[config.mk]
export PLATFORM = sky130hd
export DESIGN_NAME = ipi_router
export DESIGN_NICKNAME = d
export VERILOG_FILES = /design/src/rtl/ipi_router_pkg.sv /design/src/rtl/ipi_target_table.sv /design/src/rtl/ipi_cmd_check.sv /design/src/rtl/ipi_tgt_match.sv /design/src/rtl/ipi_router.sv
export SDC_FILE = /design/constraint.sdc
export NUM_CORES = 1
export LEC_CHECK = 0
export BUFFER_PORTS_ARGS = -buffer_cell sky130_fd_sc_hd__clkbuf_2
export CORE_ASPECT_RATIO = 1.4
export CORE_MARGIN = 5
export CORE_UTILIZATION = 54
export DETAILED_ROUTE_END_ITERATION = 6
export PLACE_DENSITY = 0.75
export SLEW_MARGIN = 20
export SYNTH_ARGS = -nofsm -noshare
export SYNTH_HDL_FRONTEND = slang
export SYNTH_HIERARCHICAL = 1
export SYNTH_SLANG_ARGS = --single-unit
[constraint.sdc]
create_clock -name clk -period 3.16 [get_ports clk]
set_input_delay 0 -clock clk [delete_from_list [all_inputs] [get_ports clk]]
set_output_delay 0 -clock clk [all_outputs]
set_load 0.005 [all_outputs]
[src/rtl/ipi_router_pkg.sv]
`timescale 1ns/1ps
package ipi_router_pkg;

    localparam logic [1:0] SH_DEST   = 2'd0;
    localparam logic [1:0] SH_SELF   = 2'd1;
    localparam logic [1:0] SH_ALL    = 2'd2;
    localparam logic [1:0] SH_OTHERS = 2'd3;

    localparam logic [2:0] DM_RSVD = 3'd3;
    localparam logic [2:0] DM_EXT  = 3'd7;

    localparam logic [3:0] MODEL_FLAT    = 4'hF;
    localparam logic [3:0] MODEL_CLUSTER = 4'h0;

    typedef struct packed {
        logic [7:0] vec;
        logic [2:0] dlv;
        logic       dmode;
        logic [1:0] sh;
        logic [7:0] dest;
        logic [7:0] src;
        logic [3:0] model;
        logic [7:0] extirq;
    } ipi_cmd_t;

    typedef enum logic [1:0] {
        ST_IDLE = 2'd0,
        ST_SCAN = 2'd1,
        ST_FIN  = 2'd2
    } ipi_state_e;

    function automatic logic raises_irq(input logic [2:0] mode);
        return (mode == 3'd0) || (mode == 3'd1) || (mode == DM_EXT);
    endfunction

endpackage

[src/rtl/ipi_target_table.sv]
`timescale 1ns/1ps
module ipi_target_table #(
    parameter int N_TGT = 8,
    parameter int IW    = $clog2(N_TGT)
) (
    input  logic                  clk,
    input  logic                  rst_n,
    input  logic                  wr_en,
    input  logic [IW-1:0]         wr_idx,
    input  logic                  wr_present,
    input  logic [7:0]            wr_lid,
    output logic [N_TGT-1:0]      present_o,
    output logic [N_TGT-1:0][7:0] lid_o
);

    for (genvar g = 0; g < N_TGT; g++) begin : g_entry
        logic       pres_d, pres_q;
        logic [7:0] lid_d,  lid_q;

        always_comb begin
            pres_d = pres_q;
            lid_d  = lid_q;
            if (wr_en && (wr_idx == IW'(g))) begin
                pres_d = wr_present;
                lid_d  = wr_lid;
            end
        end

        always_ff @(posedge clk) begin
            if (!rst_n) begin
                pres_q <= 1'b0;
                lid_q  <= 8'h00;
            end else begin
                pres_q <= pres_d;
                lid_q  <= lid_d;
            end
        end

        assign present_o[g] = pres_q;
        assign lid_o[g]     = lid_q;
    end

endmodule

[src/rtl/ipi_cmd_check.sv]
`timescale 1ns/1ps
module ipi_cmd_check
    import ipi_router_pkg::*;
#(
    parameter int N_TGT  = 8,
    parameter int IW     = $clog2(N_TGT),
    parameter int IOC_ID = 7
) (
    input  logic [N_TGT-1:0] present,
    input  logic [7:0]       src,
    input  logic [7:0]       dest,
    input  logic [2:0]       dlv,
    input  logic             dmode,
    input  logic [1:0]       sh,
    input  logic [3:0]       model,
    output logic             bad
);

    logic src_in, src_pres, dst_in, dst_pres, bad_src, bad_route;

    always_comb begin
        src_in   = ({1'b0, src}  < 9'(N_TGT));
        dst_in   = ({1'b0, dest} < 9'(N_TGT));
        src_pres = src_in && present[src[IW-1:0]];
        dst_pres = dst_in && present[dest[IW-1:0]];
        bad_src  = !src_in || (!src_pres && (src != 8'(IOC_ID)));

        unique case (sh)
            SH_DEST:  bad_route = dmode ? ((model != MODEL_FLAT) && (model != MODEL_CLUSTER))
                                        : !dst_pres;
            SH_SELF:  bad_route = dmode || (dest == 8'(IOC_ID));
            default:  bad_route = dmode;
        endcase

        bad = bad_src || (dlv == DM_RSVD) || bad_route;
    end

endmodule

[src/rtl/ipi_tgt_match.sv]
`timescale 1ns/1ps
module ipi_tgt_match
    import ipi_router_pkg::*;
#(
    parameter int IW = 3
) (
    input  logic [IW-1:0] idx,
    input  logic          pres,
    input  logic [7:0]    lid,
    input  logic [7:0]    dest,
    input  logic [7:0]    src,
    input  logic          dmode,
    input  logic [1:0]    sh,
    input  logic [3:0]    model,
    output logic          hit
);

    logic [7:0] idx8;
    logic       bcast, flat_hit, clu_hit, sel;

    always_comb begin
        idx8     = 8'(idx);
        bcast    = (dest == 8'hFF);
        flat_hit = bcast || ((lid & dest) != 8'h00);
        clu_hit  = bcast || ((dest[7:4] == lid[7:4]) && ((dest[3:0] & lid[3:0]) != 4'h0));

        unique case (sh)
            SH_DEST: begin
                if (!dmode)                      sel = (idx8 == dest);
                else if (model == MODEL_FLAT)    sel = flat_hit;
                else if (model == MODEL_CLUSTER) sel = clu_hit;
                else                             sel = 1'b0;
            end
            SH_SELF:   sel = (idx8 == src);
            SH_ALL:    sel = 1'b1;
            default:   sel = (idx8 != src);
        endcase

        hit = pres && sel;
    end

endmodule

[src/rtl/ipi_router.sv]
`timescale 1ns/1ps
module ipi_router
    import ipi_router_pkg::*;
#(
    parameter int N_TGT  = 8,
    parameter int IOC_ID = 7,
    localparam int IW    = $clog2(N_TGT)
) (
    input  logic          clk,
    input  logic          rst_n,
    input  logic          tbl_we,
    input  logic [IW-1:0] tbl_idx,
    input  logic          tbl_present,
    input  logic [7:0]    tbl_lid,
    input  logic          cmd_valid,
    output logic          cmd_ready,
    input  logic [7:0]    cmd_vec,
    input  logic [2:0]    cmd_dlv,
    input  logic          cmd_dmode,
    input  logic [1:0]    cmd_sh,
    input  logic [7:0]    cmd_dest,
    input  logic [7:0]    cmd_src,
    input  logic [3:0]    cmd_model,
    input  logic [7:0]    cmd_extirq,
    output logic          dlv_valid,
    output logic [IW-1:0] dlv_tgt,
    output logic [7:0]    dlv_vec,
    output logic          done,
    output logic          err
);

    localparam logic [IW-1:0] LAST = IW'(N_TGT - 1);

    typedef struct packed {
        ipi_state_e    st;
        logic [IW-1:0] idx;
        logic          bad;
        ipi_cmd_t      cmd;
    } rtr_state_t;

    localparam rtr_state_t RST_VAL = '{st: ST_IDLE, idx: '0, bad: 1'b0, cmd: '0};

    rtr_state_t s_d, s_q;

    logic [N_TGT-1:0]      present;
    logic [N_TGT-1:0][7:0] lid;
    logic                  in_bad;
    logic                  hit;
    ipi_cmd_t              in_cmd;

    ipi_target_table #(.N_TGT(N_TGT), .IW(IW)) table_i (
        .clk        (clk),
        .rst_n      (rst_n),
        .wr_en      (tbl_we),
        .wr_idx     (tbl_idx),
        .wr_present (tbl_present),
        .wr_lid     (tbl_lid),
        .present_o  (present),
        .lid_o      (lid)
    );

    ipi_cmd_check #(.N_TGT(N_TGT), .IW(IW), .IOC_ID(IOC_ID)) check_i (
        .present (present),
        .src     (cmd_src),
        .dest    (cmd_dest),
        .dlv     (cmd_dlv),
        .dmode   (cmd_dmode),
        .sh      (cmd_sh),
        .model   (cmd_model),
        .bad     (in_bad)
    );

    ipi_tgt_match #(.IW(IW)) match_i (
        .idx   (s_q.idx),
        .pres  (present[s_q.idx]),
        .lid   (lid[s_q.idx]),
        .dest  (s_q.cmd.dest),
        .src   (s_q.cmd.src),
        .dmode (s_q.cmd.dmode),
        .sh    (s_q.cmd.sh),
        .model (s_q.cmd.model),
        .hit   (hit)
    );

    always_comb begin
        in_cmd = '{vec: cmd_vec, dlv: cmd_dlv, dmode: cmd_dmode, sh: cmd_sh,
                   dest: cmd_dest, src: cmd_src, model: cmd_model, extirq: cmd_extirq};
        s_d = s_q;
        unique case (s_q.st)
            ST_IDLE: begin
                if (cmd_valid) begin
                    s_d.cmd = in_cmd;
                    s_d.idx = '0;
                    s_d.bad = in_bad;
                    s_d.st  = in_bad ? ST_FIN : ST_SCAN;
                end
            end
            ST_SCAN: begin
                s_d.idx = s_q.idx + IW'(1);
                if (s_q.idx == LAST) s_d.st = ST_FIN;
            end
            default: s_d.st = ST_IDLE;
        endcase
    end

    always_ff @(posedge clk) begin
        if (!rst_n) s_q <= RST_VAL;
        else        s_q <= s_d;
    end

    assign cmd_ready = (s_q.st == ST_IDLE);
    assign dlv_valid = (s_q.st == ST_SCAN) && hit && raises_irq(s_q.cmd.dlv);
    assign dlv_tgt   = s_q.idx;
    assign dlv_vec   = (s_q.cmd.dlv == DM_EXT) ? s_q.cmd.extirq : s_q.cmd.vec;
    assign done      = (s_q.st == ST_FIN) && !s_q.bad;
    assign err       = (s_q.st == ST_FIN) &&  s_q.bad;

endmodule

Yosys cells after proc, flatten, opt, wreduce, memory -nomap -nowiden. Index checks and enable logic that the tools add are counted.

Flip-flop bits (word level): 120. Latch bits: 0. Bits in writable memories: 0. Memory bits (read-only): 0. Bits of input ports: 58. Word-level logic and storage cells: 125. Memories kept: 0.

Add/subtract/negate cells: 1. Multiply operators: 0. Div/mod/pow operators: 0. Magnitude comparators: 5. Equal/unequal tests: 27. Shift operators: 0. Muxes and demuxes: 20. Bitwise gates (word level): 2. Reduce and logical (&&, ||, !) cells: 43.

Operators by type and width (count): 48-bit 2-to-1 mux (1); 8-bit binary-select mux with 3-bit select (1); 3-bit equality test, second input constant (6); 1-bit logical AND (18); 3-bit by 8-bit equality test with 1-bit output (2); 8-bit by 4-bit < comparator with 1-bit output, second input constant (2); 8-bit 2-to-1 mux (2); 3-bit by 4-bit < comparator with 1-bit output, second input constant (3); 1-bit binary-select mux with 3-bit select (3); 3-bit by 2-bit equality test with 1-bit output, second input constant (3); 8-bit bitwise AND (1); 8-bit by 3-bit equality test with 1-bit output, second input constant (1); 8-bit equality test, second input constant (1); 1-bit logical OR (8); 3-bit by 8-bit inequality test with 1-bit output (1); 8-bit by 3-bit inequality test with 1-bit output, second input constant (1); 4-bit nonzero test (2); 8-bit nonzero test (1); 1-bit 2-to-1 mux (7); 2-bit by 1-bit equality test with 1-bit output, second input constant (3); 3-bit by 1-bit equality test with 1-bit output, second input constant (2); 2-bit logical NOT (3); 3-bit logical NOT (2); 3-bit case mux with 2 select lines (1); other kinds (15) (23).

Depth between registers and ports, before layout. Gate-level depths: netlist (run 1).

Word-level depth: 13. Depth in mapped cells: 10. Mapped depth without buffers: 8.

Modules after synthesis. The synthesis (run 1) kept the hierarchy.

By module, submodules not included: ipi_target_table (times used 1, cells an instance 258, area an instance 2685.1 µm², sequential area each 1441.4 µm²); ipi_router (times used 1, cells an instance 261, area an instance 2583.7 µm², sequential area each 960.9 µm²); ipi_tgt_match (times used 1, cells an instance 34, area an instance 264.0 µm², sequential area each 0.0 µm²); ipi_cmd_check (times used 1, cells an instance 26, area an instance 216.5 µm², sequential area each 0.0 µm²).

Least setup slack after synthesis (run 1). No wires, ideal clock.

Path type: register to output. Start: register s_q (netlist bit dlv_tgt[0]). End: output port dlv_valid. Data arrival time: 2.924 ns. Data required time: 3.160 ns. Slack: 0.236 ns. Cell stages (with the launch flop): 11. Buffers on the path: 2. Path through: dfxtp_1 -> buf_6 -> buf_12 -> mux4_2 -> mux2_4 -> ha_1 -> or4_1 -> a22oi_1 -> o2111a_1 -> o311a_1 -> and3_1.

Cells in the longest elaborated chain, start to end: 13. Elaborated cells between the ends (all ways): 22. Classes of those cells: eq/ne (4); mux (8); bitwise (2); reduce/logical (8).

Ends and longest elaborated chain: start: declaration (RTL line ipi_router.sv:43) `rtr_state_t s_d, s_q;`; start signal: assignment (RTL line ipi_router.sv:107) `if (!rst_n) s_q <= RST_VAL;`; start signal: assignment (RTL line ipi_router.sv:108) `else s_q <= s_d;`; 8-bit binary-select mux with 3-bit select (RTL line ipi_router.sv:76) `.lid (lid[s_q.idx]),`; 8-bit 2-to-1 mux (implied by the code) (RTL line ipi_router.sv:76); 4-bit bitwise AND (RTL line ipi_tgt_match.sv:25) `clu_hit = bcast || ((dest[7:4] == lid[7:4]) && ((dest[3:0] & lid[3:0]) != 4'h0));`; 4-bit nonzero test (RTL line ipi_tgt_match.sv:25); 1-bit logical AND (RTL line ipi_tgt_match.sv:25); 1-bit logical OR (RTL line ipi_tgt_match.sv:25); 1-bit 2-to-1 mux (RTL line ipi_tgt_match.sv:31) `else if (model == MODEL_CLUSTER) sel = clu_hit;`; 1-bit 2-to-1 mux (RTL line ipi_tgt_match.sv:30) `else if (model == MODEL_FLAT) sel = flat_hit;`; 1-bit 2-to-1 mux (RTL line ipi_tgt_match.sv:29) `if (!dmode) sel = (idx8 == dest);`; 1-bit case mux with 3 select lines (RTL line ipi_tgt_match.sv:27) `unique case (sh)`; 1-bit logical AND * (RTL line ipi_tgt_match.sv:39) `hit = pres && sel;`; named net hit (RTL line ipi_router.sv:48) `logic hit;`; 1-bit logical AND * (2 in series) (RTL line ipi_router.sv:112) `assign dlv_valid = (s_q.st == ST_SCAN) && hit && raises_irq(s_q.cmd.dlv);`; end: declaration (RTL line ipi_router.sv:25) `output logic dlv_valid,`.

Mark *: on every way through the listed nets, which the timed path passes. The rest lies on a longest branch. The select of a mux whose other input is x is not followed.

Worst setup path in the final report (run 1). Ends and elaborated chain as after synthesis.

==> results_dict.tcl, run 1 <==
set metrics [dict create \
    maxClockFrequency_ghz 0.303 \
    ys_ff_latch 120 \
    clock_sinks 120 \
    routedWlPerCell_um 17.3 \
    worstPathRequired_ns 3.16 \
    initial_core_util_pct 55.3 \
    whs_endpoint "table_i/g_entry[6].lid_q[3]$_SDFFE_PN0P_" \
    min_period_ns 3.30 \
    remaining_drc_errors 0 \
    non_filler_cells_in_the_finished_layout 837 \
    rsz0062_at_grt "yes" \
    dr.first_iter.drc_count 173 \
    max-vdd-ir-drop_mv 0.380 \
    final_hold_viol_count 0 \
    gp_routability_congestion 0.826 \
    worst_hold_startpoint "tbl_lid[3]" \
    postSynthNetCount 643 \
    drtPass1Iterations 5 \
    setup_total_negative_slack_ns -0.138 \
    worst_r2r_endpoint "s_q[19]$_SDFFE_PN0P_" \
    synthDistinctLibCells 53 \
    yosysWarningCount 6 \
    number_of_enable_type_register_cells_in_the_synthesized_netlist 0 \
    ff_latch_area_um2 2410 \
    seq_power_share_pct 43.0 \
    postSynth.topFlopCell "sky130_fd_sc_hd__dfxtp_1" \
    power-per-cell-area_nw_per_um2 513 \
    drive_above_1_share_pct 23.5 \
    final_max_slew_viol_count 0 \
    setup-violations-final 1 \
    sequential_area_share_after_synthesis_pct 41.8 \
    timing.reg2reg.worst_path_depth 4 \
    area_growth_syn_to_layout_pct 26.5 \
    core_area_um2 10400 \
    reg2reg_slack_ns 1.28 \
    ys_async_sr_fraction_pct 0 \
    max_slew.worst_pin.slew_ns 0.934 \
    place.port_buffers 72 \
    largest_net_degree_at_the_start_of_global_routing 91 \
    power.share.combinational_pct 8.6 \
    p_leak_nw 3.30 \
    power_report.internal_total_mw 2.89 \
    number_of_cells_traversed_by_the_worst_hold_path 3 \
    dieArea_um2 12800 \
    clkLatencyLatePin_ns 0.41 \
    wirelength_mm 14.5 \
    startpoint_of_the_worst_slack_reg_to_reg_timing_path "s_q[46]$_SDFFE_PN0P_" \
    portion_of_the_clock_cycle_consumed_by_the_worst_path_in_the_final_layout_pct 104 \
    grt_pass1_vias 4776 \
    slew_headroom_pct 37.4 \
    drt.antenna.violating_nets 0 \
    clk_root_buffer_cell "sky130_fd_sc_hd__clkbuf_16" \
    synth.top_cell.area_share_pct 41.8 \
    critical_path_peak_fanout 5 \
    syn_area_per_cell_um2 9.93 \
    gr-total-overflow 0 \
    min_path_type "input port to flip-flop" \
    vias 4579 \
    fillCellCount 733 \
    timing.max_cap.violations 0 \
    final_worst_setup_slack_ns -0.138 \
    placement_rows 44 \
    power_switching_mw 0.843 \
    clk_path_buf_depth 2 \
    insertedDiodeCount 0 \
    synth.most_common_cell "sky130_fd_sc_hd__nand2_1" \
    dpl_worst_slack_ns 0.0983 \
    die-height_um 132 \
    p_sw_share_pct 22.6 \
    tritoncts "built" \
    io-pin-count 73 \
    post_synth_instance_area_um2 5750 \
    violations_in_the_final_reports "negative setup slack" \
    utilization_pct 69.9 \
    worst-setup-path-type "flip-flop to primary output" \
    tritoncts.num_buffers 17 \
    multi_input_combinational_cell_area_um2 3110 \
    place.detailed.instances 752 \
    cells_after_synthesis 579 \
    grt_antenna_before_repair 0 \
    grt_pass1_wl_mm 24.0 \
    nets 752 \
    cp-end-kind "primary output" \
    routed_via_density 5.47 \
    clk_pin_slew_worst_paths_ns 0.05 \
    outcome "finished with violations" \
    ys_top_cells_by_count "sky130_fd_sc_hd__nand2_1, sky130_fd_sc_hd__dfxtp_1, sky130_fd_sc_hd__mux2i_1" \
    cts-htree-levels 4 \
    power_frac_clock_pct 48.4 \
    die-width_um 97.2 \
    post-synth-top-area-cell "sky130_fd_sc_hd__dfxtp_1" \
    cp-start-kind "flip-flop" \
    finClkSkew_ns 0.00336 \
    gr-usage-all-layers_pct 23.3 \
    worst-endpoint-arrival_ns 3.30 \
    dp_hpwl_mm 8.80 \
    synth_top_cells_by_area "sky130_fd_sc_hd__dfxtp_1, sky130_fd_sc_hd__mux2i_1, sky130_fd_sc_hd__nand2_1, sky130_fd_sc_hd__mux4_2, sky130_fd_sc_hd__mux4_1" \
]
## metal layers
layer,up-vias,part of all wire (%),track usage [%]
met5,-,0,0
met1,2196,39,25.0
met4,0,2.0,9.06
met2,123,54,42.4
met3,20,4.5,6.99
li1,2240,-,-
## how the worst max path moves through the flow
stage / from / end / slack [ns] / depth (start not counted)
4_1_cts: dlv_tgt[0]$_SDFFE_PN0P_ / dlv_valid / -0.15 / 11
3_3_place_gp: dlv_tgt[0]$_SDFFE_PN0P_ / dlv_valid / 0.14 / 10
5_1_grt: dlv_tgt[0]$_SDFFE_PN0P_ / dlv_valid / -0.24 / 11
6_report: dlv_tgt[0]$_SDFFE_PN0P_ / dlv_valid / -0.14 / 11
2_1_floorplan: dlv_tgt[0]$_SDFFE_PN0P_ / dlv_valid / 0.24 / 10
3_5_place_dp: dlv_tgt[0]$_SDFFE_PN0P_ / dlv_valid / 0.1 / 10
## kinds of logic after synthesis
kind of cell	count (synthesis)	synth area share, %
AND/OR/NAND/NOR	218	17.1
flip-flops	120	41.8
multiplexers	112	25.4
AO/OA/AOI/OAI	66	8.57
buffers and inverters	51	4.94
XOR/XNOR	6	0.914
adder cells (fa/ha/maj)	6	1.31
## state kept, by name, summed over array words and instances, names as in the netlist
signal	count
table_i/g_entry.lid_q	64
s_q	45
table_i/g_entry.pres_q	8
dlv_tgt	3
## critical path, cell delays in order, from the launching register on
cell                       delay, ns
sky130_fd_sc_hd__dfxtp_4        0.36
sky130_fd_sc_hd__buf_12         0.11
sky130_fd_sc_hd__buf_4          0.11
sky130_fd_sc_hd__mux4_2         0.50
sky130_fd_sc_hd__mux2_4         0.30
sky130_fd_sc_hd__ha_4           0.23
sky130_fd_sc_hd__or4_1          0.48
sky130_fd_sc_hd__a22oi_2        0.18
sky130_fd_sc_hd__o2111a_1       0.19
sky130_fd_sc_hd__o311a_1        0.16
sky130_fd_sc_hd__and3_1         0.15
sky130_fd_sc_hd__clkbuf_2       0.12
## through the flow
step	instance area (um2)	hold slack, ns	total power [mW]
CTS	7270	0.00879	3.75
finish	7270	0.00896	3.73
floorplan	5750	0.135	1.80
global route	7270	0.0195	3.88
detailed placement	6110	0.234	1.90
global placement	6110	0.224	1.89
## cell type report
| cell class | instances | area share [%] |
|---|---|---|
| Clock buffer | 21 | 6.19 |
| Clock inverter | 9 | 1.41 |
| Inverter | 3 | 0.155 |
| Multi-Input combinational cell | 408 | 42.7 |
| Sequential cell | 120 | 33.1 |
| Tap cell | 138 | 2.37 |
| Timing Repair Buffer | 138 | 14.0 |
## power groups by stage
| stage | Sequential (mW) | Combinational, mW | Clock (mW) |
|---|---|---|---|
| after floorplan | 1.62 | 0.177 | 0 |
| after CTS | 1.60 | 0.313 | 1.83 |
| after global placement | 1.63 | 0.258 | 0 |
| after detailed placement | 1.63 | 0.265 | 0 |
| final | 1.61 | 0.320 | 1.81 |
| after global routing | 1.61 | 0.352 | 1.92 |
## placed cells by master (no fill, tap or decap), types with 3 or more instances in the layout
cell type	Yosys	final
sky130_fd_sc_hd__inv_1	3	3
sky130_fd_sc_hd__nor4_1	3	3
sky130_fd_sc_hd__dlygate4sd3_1	0	45
sky130_fd_sc_hd__a22oi_1	5	4
sky130_fd_sc_hd__mux2i_1	75	75
sky130_fd_sc_hd__nand2_1	171	171
sky130_fd_sc_hd__dfxtp_1	120	118
sky130_fd_sc_hd__a21boi_1	12	12
sky130_fd_sc_hd__clkbuf_1	18	3
sky130_fd_sc_hd__mux2_2	8	8
sky130_fd_sc_hd__a21oi_1	3	3
sky130_fd_sc_hd__nand4_1	6	6
sky130_fd_sc_hd__or4_1	4	4
sky130_fd_sc_hd__mux4_2	11	15
sky130_fd_sc_hd__clkinvlp_4	0	3
sky130_fd_sc_hd__ha_4	0	4
sky130_fd_sc_hd__mux4_1	9	5
sky130_fd_sc_hd__clkbuf_2	0	71
sky130_fd_sc_hd__nand4b_1	3	3
sky130_fd_sc_hd__xor2_1	6	6
sky130_fd_sc_hd__clkbuf_16	0	17
sky130_fd_sc_hd__o21ai_0	3	3
sky130_fd_sc_hd__mux2_4	9	9
sky130_fd_sc_hd__nor2b_1	6	6
sky130_fd_sc_hd__nor2_1	3	3
sky130_fd_sc_hd__buf_4	11	18
sky130_fd_sc_hd__clkinv_2	0	4
sky130_fd_sc_hd__a21boi_0	31	31
## repair_timing
action                                  CTS  global route
endpoints found under the hold margin    52             0
resized for setup                        13             1
buffers inserted                          9             0
hold buffers                             45             0
gates cloned                              1             0
pin swaps                                 6             0
endpoints found under the setup margin    1             1
Note: power is estimated with default switching activity, not from simulation.
==> run 2: changes to the inputs <==
--- a/config.mk
+++ b/config.mk
@@ -10,9 +10,10 @@
 export CORE_MARGIN = 5
 export CORE_UTILIZATION = 54
 export DETAILED_ROUTE_END_ITERATION = 6
+export GPL_TIMING_DRIVEN = 0
 export PLACE_DENSITY = 0.75
+export RECOVER_POWER = 50
 export SLEW_MARGIN = 20
 export SYNTH_ARGS = -nofsm -noshare
 export SYNTH_HDL_FRONTEND = slang
-export SYNTH_HIERARCHICAL = 1
 export SYNTH_SLANG_ARGS = --single-unit
==> run 2 against run 1 <==
  * The run now ends clean
  * Wire length increased by 20%
  * Flip-flop and latch count unchanged
  * Synthesized cell count increased by 15%
  * Worst setup slack improved by 0.14 ns
  * Clock power decreased by 2%
  * Largest cell class unchanged
  * Critical path depth unchanged
  * Sequential share of layout area decreased by 0.53 points
==> results_dict.tcl, run 2 <==
set metrics [dict create \
    outcome "completed" \
    layout.cells.most_common "sky130_fd_sc_hd__nand2_1" \
    die-width_um 96.8 \
    yosysWarningCount 0 \
    vias 5380 \
    ys_top_cells_by_count "sky130_fd_sc_hd__nand2_1, sky130_fd_sc_hd__dfxtp_1, sky130_fd_sc_hd__a21boi_0" \
    dr.first_iter.drc_count 356 \
    routed_via_density 5.68 \
    gp_routability_congestion 0.948 \
    clock_sinks 120 \
    ff_latch_area_um2 2410 \
    clk_root_buffer_cell "sky130_fd_sc_hd__clkbuf_16" \
    post-synth-top-area-cell "sky130_fd_sc_hd__dfxtp_1" \
    tritoncts "built" \
    timing.max_cap.violations 0 \
    cts-htree-levels 4 \
    grt_antenna_before_repair 1 \
    remaining_drc_errors 0 \
    ys_async_sr_fraction_pct 0 \
    grt_pass1_wl_mm 27.6 \
    max-vdd-ir-drop_mv 0.386 \
    cp-end-kind "primary output" \
    place.detailed.instances 863 \
    p_leak_nw 2.75 \
    gr-usage-all-layers_pct 27.2 \
    drtPass1Iterations 4 \
    drt.antenna.violating_nets 0 \
    largest_net_degree_at_the_start_of_global_routing 17 \
    final_hold_viol_count 0 \
    cp_num_buf_inv 3 \
    place.port_buffers 58 \
    portion_of_the_clock_cycle_consumed_by_the_worst_path_in_the_final_layout_pct 99.9 \
    min_path_type "input port to flip-flop" \
    area_growth_syn_to_layout_pct 29.7 \
    setup-violations-final 0 \
    postSynth.topFlopCell "sky130_fd_sc_hd__dfxtp_1" \
    routedWlPerCell_um 18.3 \
    min_period_ns 3.16 \
    io-pin-count 73 \
    rsz0062_at_grt "yes" \
    nets 862 \
    worstPathRequired_ns 3.16 \
    critical-path-max-stage-delay_ns 0.53 \
    syn_area_per_cell_um2 8.55 \
    clk_path_buf_depth 2 \
    maxClockFrequency_ghz 0.317 \
    sequential_area_share_after_synthesis_pct 42.1 \
    final_cell_area_um2 7390 \
    max_slew.worst_pin.slew_ns 1.23 \
    number_of_enable_type_register_cells_in_the_synthesized_netlist 0 \
    fillCellCount 802 \
    largest_reg_flops 64 \
    most-common-layout-cells "sky130_fd_sc_hd__nand2_1, sky130_fd_sc_hd__dfxtp_1, sky130_fd_sc_hd__a21boi_0, sky130_fd_sc_hd__clkbuf_2, sky130_fd_sc_hd__dlygate4sd3_1" \
    synth.most_common_cell "sky130_fd_sc_hd__nand2_1" \
    gr-total-overflow 0 \
    postSynthNetCount 731 \
    placedInstanceArea_um2 6170 \
    dp_hpwl_mm 11.6 \
    cp_top_family "compound AO/OA/AOI/OAI gates" \
    synth_top_cells_by_area "sky130_fd_sc_hd__dfxtp_1, sky130_fd_sc_hd__nand2_1, sky130_fd_sc_hd__a21boi_0, sky130_fd_sc_hd__mux4_2, sky130_fd_sc_hd__mux2_2" \
    final_max_slew_viol_count 0 \
    ys_ff_latch 120 \
    die-height_um 132 \
    clk_pin_slew_worst_paths_ns 0.05 \
    power-per-cell-area_nw_per_um2 505 \
    layout_top_registers "table_i.g_entry.lid_q x64, s_q x45, table_i.g_entry.pres_q x8" \
    dieArea_um2 12700 \
    setup_total_negative_slack_ns 0 \
    crit_slowest_cell "sky130_fd_sc_hd__mux4_2" \
    wirelength_mm 17.4 \
    core_area_um2 10300 \
    synthDistinctLibCells 46 \
    placement_rows 44 \
    grt_pass1_vias 5551 \
    slew_headroom_pct 17.5 \
    cp-start-kind "flip-flop" \
    drive_above_1_share_pct 17.9 \
    post_synth_instance_area_um2 5700 \
    critical_path_peak_fanout 5 \
    worst-endpoint-arrival_ns 3.16 \
    cells_after_synthesis 667 \
    register_with_the_most_flip_flops "table_i.g_entry.lid_q" \
    tritoncts.num_buffers 17 \
    initial_core_util_pct 55.1 \
    multi_input_combinational_cell_area_um2 3160 \
    finClkSkew_ns 0.00532 \
    clkLatencyLatePin_ns 0.41 \
    worst-setup-path-type "flip-flop to primary output" \
    non_filler_cells_in_the_finished_layout 948 \
    critical_path.most_common_cell "sky130_fd_sc_hd__buf_12" \
    synth.top_cell.area_share_pct 42.1 \
    crit_path_cell_trace "buf_12 -> buf_12 -> mux4_2 -> mux2_4 -> ha_4 -> o41ai_4 -> nand3_1 -> o31a_1 -> o21ai_2 -> a21oi_2 -> clkbuf_2" \
]
==> run 2: changes by cell type after synthesis, moves of 11 or more <==
cell	before	now
sky130_fd_sc_hd__buf_2	16	3
sky130_fd_sc_hd__a21boi_0	31	114
sky130_fd_sc_hd__mux2i_1	75	6
sky130_fd_sc_hd__a21boi_1	12	0
sky130_fd_sc_hd__buf_1	0	11
sky130_fd_sc_hd__nor2_1	3	15
sky130_fd_sc_hd__nand2_1	171	239
==> run 2: cells by family after synthesis <==
| group | count (synthesis) | share of synthesized area, % |
|---|---|---|
| AND/OR/NAND/NOR | 303 | 22.1 |
| AO/OA/AOI/OAI | 144 | 18.7 |
| flip-flops | 120 | 42.1 |
| buffers and inverters | 50 | 3.91 |
| multiplexers | 37 | 10.7 |
| XOR/XNOR | 7 | 1.08 |
| adder cells (fa/ha/maj) | 6 | 1.32 |
==> run 2: tightest hold or removal path, delay by kind of cell <==
kind                   cells  cell delay, ns
buffers and inverters      1            0.20
AO/OA/AOI/OAI              1            0.07
AND/OR/NAND/NOR            1            0.10
==> run 2: worst paths after layout <==
check / from / end / slack [ns] / depth (start not counted)
hold / removal: tbl_lid[5] / table_i.g_entry[2].lid_q[5]$_SDFFE_PN0P_ / 0.02 / 3
setup reg to reg: s_q[46]$_SDFFE_PN0P_ / s_q[34]$_SDFFE_PN0P_ / 1.15 / 5
setup / recovery: dlv_tgt[0]$_SDFFE_PN0P_ / dlv_valid / 0.002 / 11
hold reg to reg: table_i.g_entry[2].lid_q[2]$_SDFFE_PN0P_ / table_i.g_entry[2].lid_q[2]$_SDFFE_PN0P_ / 0.46 / 2
==> run 2: timing repair <==
action	4_1_cts	5_1_grt
endpoints found under the hold margin	58	0
gates resized for setup	33	11
pin swaps	6	5
endpoints found under the setup margin	1	1
buffers inserted	7	2
hold buffers	47	0
==> run 2: through the flow <==
stage	hold WS, ns	util [%]	worst slack, ns	total power, mW
after floorplan	0.145	-	0.353	1.81
after global placement	0.235	59.6	-0.841	1.91
after detailed placement	0.242	59.6	-0.860	1.93
after CTS	0.0184	71.0	-0.0351	3.73
after global routing	0.0423	71.4	-0.114	3.85
final	0.0172	71.4	0.00161	3.73
==> run 2: layer usage <==
metal | track usage [%] | vias to the layer above | routed length [um]
met3 | 5.94 | 54 | 1020
met1 | 29.1 | 2544 | 6480
met4 | 15.2 | 0 | 648
met5 | 0 | - | 0
met2 | 49.0 | 239 | 9230
li1 | - | 2543 | -
==> run 2: layout make-up <==
type,count,area share [%]
antenna,1,0.0339
buffer,45,3.30
clock buffer,21,6.23
clock inverter,9,1.05
inverter,3,0.152
multi-input combinational,497,42.7
sequential,120,32.6
tap,138,2.34
timing repair buffer,114,11.6
==> run 2: power breakdown <==
group / internal [mW] / total (mW) / switching (mW)
Combinational: 0.159 / 0.354 / 0.195
Clock: 1.10 / 1.77 / 0.665
Sequential: 1.57 / 1.61 / 0.0389
Total: 2.83 / 3.73 / 0.899
==> run 3: changes to the inputs <==
--- a/config.mk
+++ b/config.mk
@@ -5,7 +5,9 @@
 export SDC_FILE = /design/constraint.sdc
 export NUM_CORES = 1
 export LEC_CHECK = 0
+export ABC_AREA = 1
 export BUFFER_PORTS_ARGS = -buffer_cell sky130_fd_sc_hd__clkbuf_2
+export CAP_MARGIN = 15
 export CORE_ASPECT_RATIO = 1.4
 export CORE_MARGIN = 5
 export CORE_UTILIZATION = 54
==> run 3 against run 2 <==
  * Cell count is 16% higher
  * Via count is 12% higher
  * Die area is 2.4% lower
  * Register-to-register slack better by 0.43 ns
  * Critical path type unchanged
  * Worst setup slack better by 0.20 ns
  * Largest cell class unchanged
  * Clock power is 11% higher
  * Clock-buffer cell count is 2 lower
  * Wire length is 2.0% higher
  * Sequential power hardly changed
  * Synthesized cell count is 22% higher
  * Flip-flop and latch count stayed put
  * Hold slack better by 0.0015 ns
==> results_dict.tcl, run 3 <==
set metrics [dict create \
    dpl_worst_slack_ns 0.0790 \
    critical_path_peak_fanout 18 \
    remaining_drc_errors 0 \
    post_synth_instance_area_um2 5550 \
    dieArea_um2 12400 \
    drive_above_1_share_pct 13.0 \
    gr-total-overflow 0 \
    initial_core_util_pct 55.5 \
    clock_sinks 120 \
    routed_via_density 5.52 \
    postSynthNetCount 877 \
    register_with_the_most_flip_flops "table_i.g_entry.lid_q" \
    layout.cells.most_common "sky130_fd_sc_hd__nor2_1" \
    min_period_ns 2.96 \
    wirelength_mm 17.7 \
    groute.layer.met1.usage_pct 31.9 \
    drt.antenna.violating_nets 0 \
    gr-usage-all-layers_pct 29.4 \
    maxClockFrequency_ghz 0.337 \
    setup-violations-final 0 \
    setup_total_negative_slack_ns 0 \
    nets 1011 \
    dr.first_iter.drc_count 540 \
    postSynth.topFlopCell "sky130_fd_sc_hd__dfxtp_1" \
    worst_hold_startpoint "cmd_dest[0]" \
    tritoncts "built" \
    sequential_area_share_after_synthesis_pct 43.3 \
    placement_rows 43 \
    die-height_um 130 \
    worst-endpoint-arrival_ns 2.96 \
    worst_r2r_endpoint "s_q[21]$_SDFFE_PN0P_" \
    largest_reg_flops 64 \
    number_of_cells_traversed_by_the_worst_hold_path 3 \
    synth.top_cell.area_share_pct 43.3 \
    cp-end-kind "primary output" \
    most-common-layout-cells "sky130_fd_sc_hd__nor2_1, sky130_fd_sc_hd__o21ai_0, sky130_fd_sc_hd__dfxtp_1, sky130_fd_sc_hd__nand2_1, sky130_fd_sc_hd__inv_1" \
    grt_antenna_before_repair 0 \
    largest_net_degree_at_the_start_of_global_routing 20 \
    cts-htree-levels 4 \
    clkLatencyLatePin_ns 0.42 \
    timing.max_cap.violations 0 \
    startpoint_of_the_worst_slack_reg_to_reg_timing_path "s_q[46]$_SDFFE_PN0P_" \
    die-width_um 95.7 \
    outcome "completed" \
    power-per-cell-area_nw_per_um2 555 \
    tritoncts.num_buffers 17 \
    synth.most_common_cell "sky130_fd_sc_hd__nor2_1" \
    post-synth-top-area-cell "sky130_fd_sc_hd__dfxtp_1" \
    routedWlPerCell_um 16.2 \
    core_area_um2 10000 \
    io-pin-count 73 \
    gp_routability_congestion 0.933 \
    cp-start-kind "flip-flop" \
    layout_top_registers "table_i.g_entry.lid_q x64, s_q x45, table_i.g_entry.pres_q x8" \
    area_growth_syn_to_layout_pct 29.7 \
    place.port_buffers 65 \
    p_leak_nw 3.17 \
    slew_headroom_pct 52.4 \
    number_of_enable_type_register_cells_in_the_synthesized_netlist 0 \
    max-vdd-ir-drop_mv 0.368 \
    cells_after_synthesis 813 \
    max_slew.worst_pin.slew_ns 0.711 \
    final_max_slew_viol_count 0 \
    portion_of_the_clock_cycle_consumed_by_the_worst_path_in_the_final_layout_pct 93.8 \
    worstPathRequired_ns 3.16 \
    synthDistinctLibCells 37 \
    grt_pass1_vias 6001 \
    dp_hpwl_mm 12.2 \
    whs_endpoint "s_q[20]$_SDFFE_PN0P_" \
    ys_ff_latch 120 \
    timing.reg2reg.worst_path_depth 6 \
    reg2reg_slack_ns 1.58 \
    final_hold_viol_count 0 \
    vias 6039 \
    clk_path_buf_depth 2 \
    worst-setup-path-type "flip-flop to primary output" \
    syn_area_per_cell_um2 6.83 \
    drtPass1Iterations 5 \
    grt.busiest_layer "met2" \
    finClkSkew_ns 0.00451 \
    yosysWarningCount 0 \
    min_path_type "input port to flip-flop" \
    clk_root_buffer_cell "sky130_fd_sc_hd__clkbuf_16" \
    utilization_pct 71.9 \
    synth_top_cells_by_area "sky130_fd_sc_hd__dfxtp_1, sky130_fd_sc_hd__nor2_1, sky130_fd_sc_hd__o21ai_0, sky130_fd_sc_hd__nand2_1, sky130_fd_sc_hd__a21oi_1" \
    insertedDiodeCount 0 \
    ys_async_sr_fraction_pct 0 \
    fillCellCount 825 \
    rsz0062_at_grt "no" \
    gr-usage-met2_pct 52.4 \
    grtUsageMet3_pct 6.46 \
    ys_top_cells_by_count "sky130_fd_sc_hd__nor2_1, sky130_fd_sc_hd__o21ai_0, sky130_fd_sc_hd__dfxtp_1" \
    grt_pass1_wl_mm 28.2 \
    clk_pin_slew_worst_paths_ns 0.05 \
    final_worst_setup_slack_ns 0.197 \
]
## run 3: changes by cell type in the layout (fill, tap and decap cells not counted), sizes merged, moves of 22 or more
cell | before | now
a21boi | 114 | 0
a21oi | 5 | 56
inv | 3 | 71
nand2 | 239 | 80
nand3 | 10 | 32
nor2 | 15 | 208
o21ai | 3 | 149
## run 3: cells by family (layout without fill, tap and decap cells)
logic type	Yosys count	after routing	synth area share [%]
buffers and inverters	123	270	9.53
flip-flops	120	120	43.3
AND/OR/NAND/NOR	335	335	24.0
XOR/XNOR	1	1	0.158
AO/OA/AOI/OAI	228	228	21.6
adder cells (fa/ha/maj)	6	6	1.35
## run 3: timing repair
action / 4_1_cts / 5_1_grt
setup buffers: 0 / 4
endpoints found under the setup margin: 1 / 1
hold endpoints to repair: 101 / 0
pin swaps: 1 / 1
hold buffers: 51 / 0
resized for setup: 4 / 18
## run 3: power breakdown
group | internal (mW) | switching [mW] | total [mW]
registers | 1.59 | 0.0467 | 1.64
logic | 0.164 | 0.233 | 0.397
clock network | 1.25 | 0.707 | 1.96
total | 3.01 | 0.987 | 4.00
## run 3: how the worst max path moves through the flow
stage / startpoint / end / slack [ns] / cells after the start
6_report: dlv_tgt[0]$_SDFFE_PN0P_ / dlv_valid / 0.20 / 21
5_1_grt: dlv_tgt[0]$_SDFFE_PN0P_ / dlv_valid / 0.01 / 21
4_1_cts: dlv_tgt[0]$_SDFFE_PN0P_ / dlv_valid / 0.01 / 22
3_5_place_dp: dlv_tgt[1]$_SDFFE_PN0P_ / dlv_valid / 0.08 / 15
3_3_place_gp: dlv_tgt[1]$_SDFFE_PN0P_ / dlv_valid / 0.05 / 15
2_1_floorplan: dlv_tgt[1]$_SDFFE_PN0P_ / dlv_valid / 0.91 / 14
## run 3: critical path, cell delays in order (launching register included)
cell                       delay [ns]
sky130_fd_sc_hd__dfxtp_2         0.33
sky130_fd_sc_hd__buf_6           0.14
sky130_fd_sc_hd__inv_6           0.13
sky130_fd_sc_hd__buf_6           0.16
sky130_fd_sc_hd__o21ai_0         0.08
sky130_fd_sc_hd__o22ai_1         0.14
sky130_fd_sc_hd__nor2_1          0.08
sky130_fd_sc_hd__a31oi_1         0.21
sky130_fd_sc_hd__ha_1            0.18
sky130_fd_sc_hd__nor2_1          0.05
sky130_fd_sc_hd__nand2_1         0.07
sky130_fd_sc_hd__nand2_1         0.09
sky130_fd_sc_hd__nand3_1         0.12
sky130_fd_sc_hd__nor2_1          0.05
sky130_fd_sc_hd__nand2_1         0.10
sky130_fd_sc_hd__nand2_1         0.06
sky130_fd_sc_hd__nand2_1         0.07
sky130_fd_sc_hd__nand2_1         0.08
sky130_fd_sc_hd__nand2_1         0.07
sky130_fd_sc_hd__nand2_1         0.06
sky130_fd_sc_hd__a21oi_2         0.13
sky130_fd_sc_hd__clkbuf_2        0.13
## run 3: area by class of cell
type                       count  area, um2  share of cell area (%)
sequential                   120       2400                    33.4
tap                          135        169                    2.35
inverter                      72        275                    3.82
timing repair buffer         120        861                    12.0
buffer                        46        256                    3.56
clock buffer                  19        443                    6.15
multi-input combinational    570       2640                    36.6
clock inverter                13        154                    2.14
## run 3: per-layer routing
layer | share of wire [%] | wire, um
met1 | 38 | 6740
met4 | 4.3 | 769
met3 | 7.7 | 1360
met5 | 0 | 0
met2 | 50 | 8860
## run 3: through the flow
stage | hold slack (ns) | power (mW) | instances | cell area, um2
6_report | 0.0187 | 4.00 | 1095 | 7200
5_1_grt | 0.0205 | 4.11 | 1095 | 7200
4_1_cts | 0.00162 | 3.98 | 1094 | 7160
3_5_place_dp | 0.270 | 2.00 | 1013 | 6050
3_3_place_gp | 0.256 | 1.98 | 1013 | 6050
2_1_floorplan | 0.135 | 1.86 | 813 | 5550
